## src/rtl/ctr_pkg.sv

```systemverilog
package ctr_pkg;
  typedef enum logic [1:0] {
    OP_HOLD  = 2'd0,
    OP_COUNT = 2'd1,
    OP_LOAD  = 2'd2,
    OP_CLEAR = 2'd3
  } ctr_op_e;
endpackage

```

## src/rtl/ctr_op_sel.sv

```systemverilog
module ctr_op_sel
  import ctr_pkg::*;
(
  input  logic    clr_n,
  input  logic    load_n,
  input  logic    en_p,
  input  logic    en_t,
  output ctr_op_e op
);
  // Edge-time priority: clear, load, count, hold
  always_comb begin
    if (!clr_n)            op = OP_CLEAR;
    else if (!load_n)      op = OP_LOAD;
    else if (en_p && en_t) op = OP_COUNT;
    else                   op = OP_HOLD;
  end
endmodule

```

## src/rtl/ctr_next.sv

```systemverilog
module ctr_next
  import ctr_pkg::*;
#(
  parameter int WIDTH = 4
) (
  input  ctr_op_e          op,
  input  logic [WIDTH-1:0] cur,
  input  logic [WIDTH-1:0] d,
  output logic [WIDTH-1:0] nxt
);
  localparam logic [WIDTH-1:0] ONE = WIDTH'(1);

  always_comb begin
    unique case (op)
      OP_CLEAR: nxt = '0;
      OP_LOAD:  nxt = d;
      OP_COUNT: nxt = cur + ONE;
      default:  nxt = cur;
    endcase
  end
endmodule

```

## src/rtl/ctr_carry.sv

```systemverilog
module ctr_carry #(
  parameter int WIDTH = 4
) (
  input  logic [WIDTH-1:0] cur,
  input  logic             en_t,
  output logic             carry
);
  // Terminal-count decode gated by the trickle enable
  assign carry = en_t & (&cur);
endmodule

```

## src/rtl/ctr_slice.sv

```systemverilog
module ctr_slice
  import ctr_pkg::*;
#(
  parameter int WIDTH     = 4,
  parameter bit ASYNC_CLR = 1'b0
) (
  input  logic             clk,
  input  logic             clr_n,
  input  logic             load_n,
  input  logic             en_p,
  input  logic             en_t,
  input  logic [WIDTH-1:0] d,
  output logic [WIDTH-1:0] q,
  output logic             carry
);
  ctr_op_e          op;
  logic [WIDTH-1:0] cnt_q;
  logic [WIDTH-1:0] cnt_nxt;

  ctr_op_sel u_sel (
    .clr_n (clr_n),
    .load_n(load_n),
    .en_p  (en_p),
    .en_t  (en_t),
    .op    (op)
  );

  ctr_next #(.WIDTH(WIDTH)) u_next (
    .op  (op),
    .cur (cnt_q),
    .d   (d),
    .nxt (cnt_nxt)
  );

  ctr_carry #(.WIDTH(WIDTH)) u_carry (
    .cur  (cnt_q),
    .en_t (en_t),
    .carry(carry)
  );

  generate
    if (ASYNC_CLR) begin : g_async_clr
      // Clear acts immediately; the flop restarts from zero once released
      always_ff @(posedge clk or negedge clr_n) begin
        if (!clr_n) cnt_q <= '0;
        else        cnt_q <= cnt_nxt;
      end
    end else begin : g_sync_clr
      // Clear is one more edge-sampled operation
      always_ff @(posedge clk) begin
        cnt_q <= cnt_nxt;
      end
    end
  endgenerate

  assign q = cnt_q;
endmodule

```

## config.mk

```make
export PLATFORM = sky130hd
export DESIGN_NAME = ctr_slice
export DESIGN_NICKNAME = d
export VERILOG_FILES = /design/src/rtl/ctr_pkg.sv /design/src/rtl/ctr_op_sel.sv /design/src/rtl/ctr_next.sv /design/src/rtl/ctr_carry.sv /design/src/rtl/ctr_slice.sv
export SDC_FILE = /design/constraint.sdc
export NUM_CORES = 1
export LEC_CHECK = 0
export ABC_AREA = 1
export BUFFER_PORTS_ARGS = -buffer_cell sky130_fd_sc_hd__buf_2
export CAP_MARGIN = 20
export CORE_AREA = 2 2 39 41
export DETAILED_ROUTE_END_ITERATION = 7
export DIE_AREA = 0 0 41 43
export GPL_TIMING_DRIVEN = 0
export PLACE_DENSITY_LB_ADDON = 0.15
export SETUP_SLACK_MARGIN = 0.05
export SLEW_MARGIN = 0
export SYNTH_ARGS = -nofsm -noshare
export SYNTH_HDL_FRONTEND = slang
export SYNTH_SLANG_ARGS = --single-unit
```

## constraint.sdc

```tcl
create_clock -name clk -period 1.4 [get_ports clk]
set_clock_uncertainty 0.05 [all_clocks]
set_input_delay 0.42 -clock clk [delete_from_list [all_inputs] [get_ports clk]]
set_output_delay 0.42 -clock clk [all_outputs]
set_load 0.01 [all_outputs]
```

Yosys cells after proc, flatten, opt, wreduce, memory -nomap -nowiden --
Cells that the tools add are included. Widths: inputs -> output; s select.
Word-level totals: register bits after elaboration 4, input port bits 9, output and inout port bits 5
Operators by class: add/subtract/negate cells 1, equality and inequality tests 3, multiplexer cells 4, bitwise operators 1, reduce and logical (&&, ||, !) cells 3
Operator list (number):
- $pmux 4 s3 | 1
- $add 4x1->4 const B | 1
- $eq 2x2->1 const B | 2
- $mux 2 | 2
- $reduce_and 4->1 | 1
- $reduce_bool 3->1 | 1
- $eq 2x1->1 const B | 1
- $and 1x1->1 | 1
- $logic_and 1x1->1 | 1
- $mux 1 | 1

Longest topological paths before layout --
depth after elaboration 6, mapped depth 4, gate-level depth less buffers 4

Cells and area by module --
From an unflattened synthesis, not the netlist that was laid out.
Second synthesis, totals: cell total of the unflattened synthesis 39, area, all modules 245.2 um^2
By module, submodules not included:
- ctr_next | times used 1, cells each 29, area an instance 140.1 um^2
- ctr_slice | times used 1, cells each 4, area an instance 80.1 um^2
- ctr_carry | times used 1, cells each 3, area an instance 12.5 um^2
- ctr_op_sel | times used 1, cells each 3, area an instance 12.5 um^2

Least setup slack after synthesis --
No wires, ideal clock.
kind register to output, from register cnt_q[0], in the netlist q[0], to output port carry, arrival 875 ps, required time 930 ps, slack 55 ps, cell stages (with the launch flop) 4, path buffers 0, cells stage by stage edfxtp_1 > ha_1 > nand2_1 > nor2_1
Between the ends: longest elaborated chain between the ends 2
RTL lines:
- from (decl) | line ctr_slice.sv:17 | logic [WIDTH-1:0] cnt_q;
- from (signal assigned) | line ctr_slice.sv:51 | cnt_q <= cnt_nxt;
- $reduce_and 4->1 | line ctr_carry.sv:9 | assign carry = en_t & (&cur);
- $and 1x1->1 | line ctr_carry.sv:9
- to (decl) | line ctr_slice.sv:14 | output logic carry
Every way passes these cells.

Final worst setup path --
Ends and elaborated chain as after synthesis.

==> results.toml <==
[route]
dr_wl_met2_um = 267
drt_iter0_drc = 3
finalWirelength_um = 631
drt_pass1_iterations = 2
top_layer = "met3"
avgViaCountPerCell = 4.01
drt-wirelength-per-cell_um = 9.42
antenna_left = 0
vias = 269
wl_met3_um = 54
m1WireLength_um = 309
drc = 0

[logic_synthesis]
post-synth-top-count-cell = "nand3_1"
synthTopCellsByArea = "edfxtp_1 (46%), nand3_1 (15%), nand2_1 (10%)"
synth_warnings = 0
synth_largest_area_cell = "edfxtp_1"
synthCells = 30
synth_flop_cell = "edfxtp_1"
synthArstFlopShare_pct = 0
seq_area_frac_synth_pct = 46.4
synth.avg_cell_area_um2 = 8.63
yosys.cell_types.count = 12
syn-num-nets = 40
netlist_top_cells_count = "nand3_1 (8), nand2_1 (7), edfxtp_1 (4)"
ys_ff_latch = 4
synth_enable_flop_cells = 4
yosys.area.top_type_share_pct = 46.4
synthesis.area_um2 = 259

[sta]
post-route-min-period_ns = 1.53
setup_viol = 3
relSlewSlack_pct = 85.5
tightestPinTransition_ns = 0.217
setup_slack_ns = -0.130
finalHoldViolCount = 0
max_clock_freq_mhz = 653
final_max_slew_viol_count = 0
rsz0062_at_grt = "yes"
period_share_pct = 109

[floorplan]
die_h_um = 43
rows = 14
die_x_um = 41
ios = 14
initial_utilization_pct = 18.7
die_area_um2 = 1760
core_um2 = 1380

[setup_path]
cp-start-kind = "register"
cp_max_fo = 2
worst_setup_path_end_kind = "output port"
regToRegStartpoint = "q[1]"
reg2reg_to = "q[3]"
cp.arrival_ns = 1.06
crit_required_ns = 0.93
rr_worst_depth = 7
critical_path_class = "register to output port"
rrSetupSlack_ns = 0.10

[final_layout]
stdcell_area_um2 = 419
diodes = 0
area_delta_synth_final_pct = 61.8
drive_above_1_share_pct = 54.9
largest_reg_flops = 4
fin_nets = 63

[flow_run]
max-cap-violations = 0

[grt]
overflow = 0
grt_pass1_vias = 277
grt_pass1_wl_mm = 1.10
grt_max_degree = 7
grt.total_usage_pct = 9.68
antenna_found_initial = 0

[hold_path]
holdCritStartpoint = "d[3]"
hold_path_depth = 3
min_to = "q[3]"
hold_path.class = "primary input to register"

[cts]
h-tree-depth = 1
cts_tree = "yes"
cts_buffers = 3
cts_root_buf = "clkbuf_4"
clk_latency_ns = 0.23
clk_pin_slew_ns = 0.04
cts_buffer_depth = 2
cts_sinks = 4

[place]
gp_routability_congestion = 0.622
dpl_worst_slack_ns = -0.0308
io_buffers = 13
hpwlAfterDp_um = 481
placed_cell_area_um2 = 344

[pwr]
leakage_uw = 0.000206
power_per_cell_area_nw_per_um2 = 890
max-vdd-ir-drop_mv = 0.275
p_total_uw = 373

[status]
status = "finished, violations left"
failed_checks = "setup timing"
==> per-layer routing <==
| metal | track usage [%] | up-vias |
|---|---|---|
| li1 | - | 145 |
| met3 | 3.14 | 0 |
| met4 | 8.00 | 0 |
| met2 | 13.1 | 11 |
| met5 | 0 | - |
| met1 | 11.7 | 113 |
==> what timing repair did <==
action | in CTS | in global routing
setup endpoints to repair | 3 | 4
pin swaps | 2 | 2
gates cloned | 0 | 0
hold buffers | 0 | 0
setup buffers | 3 | 2
hold endpoints to repair | 0 | 0
resized for setup | 2 | 3
==> cell usage in the layout, fill, tap and decap left out <==
cell type   n
buf_2      12
nor2_4      1
inv_1       2
buf_6       2
inv_2       1
nand2_2     3
ha_2        1
clkbuf_4    3
nand4_1     1
nor2_1      1
nand3_1     8
nand2_1     6
o21ai_2     1
edfxtp_1    4
buf_4       4
or2_0       1
==> metrics by stage <==
stage,hold slack [ns],std cells,setup TNS [ns],utilization (%)
final,0.443,67,-0.203,30.3
after CTS,0.440,65,-0.161,28.5
after floorplan,0.583,30,0,-
after global routing,0.466,67,-0.331,30.3
after detailed placement,0.635,59,-0.0308,24.9
after global placement,0.629,59,-0.0328,24.9
==> where the power goes <==
group / total (uW) / switching, uW / internal, uW
sequential: 152 / 8.09 / 144
combinational: 78.8 / 37.6 / 41.2
clock: 142 / 46.1 / 95.8
total: 373 / 91.8 / 281
==> worst max path at each step <==
stage          from    end
2_1_floorplan  q[0]  carry
3_3_place_gp   q[0]  carry
3_5_place_dp   q[0]  carry
4_1_cts        q[0]  carry
5_1_grt        q[1]  carry
6_report       q[0]  carry
==> critical path: stages, from the launching register on <==
cell	delay, ns
edfxtp_1	0.41
ha_2	0.20
nand2_2	0.06
nor2_1	0.04
buf_2	0.13
==> cell type report <==
type | count | area (um^2)
well taps | 16 | 20.0
clock buffers | 3 | 22.5
multi-input cells | 23 | 133
inverters | 3 | 11.3
fillers | 157 | 965
flip-flops and latches | 4 | 120
repair buffers | 18 | 113
==> kinds of logic (layout without fill, tap and decap cells) <==
kind of cell,count (synthesis),after routing,share of synthesized area [%]
flops,4,4,46.4
fa+ha+maj,1,1,4.83
buf+inv,3,24,4.35
simple gates,21,21,41.1
compound gates,1,1,3.38
No activity file was read; power rests on OpenSTA's default activity.
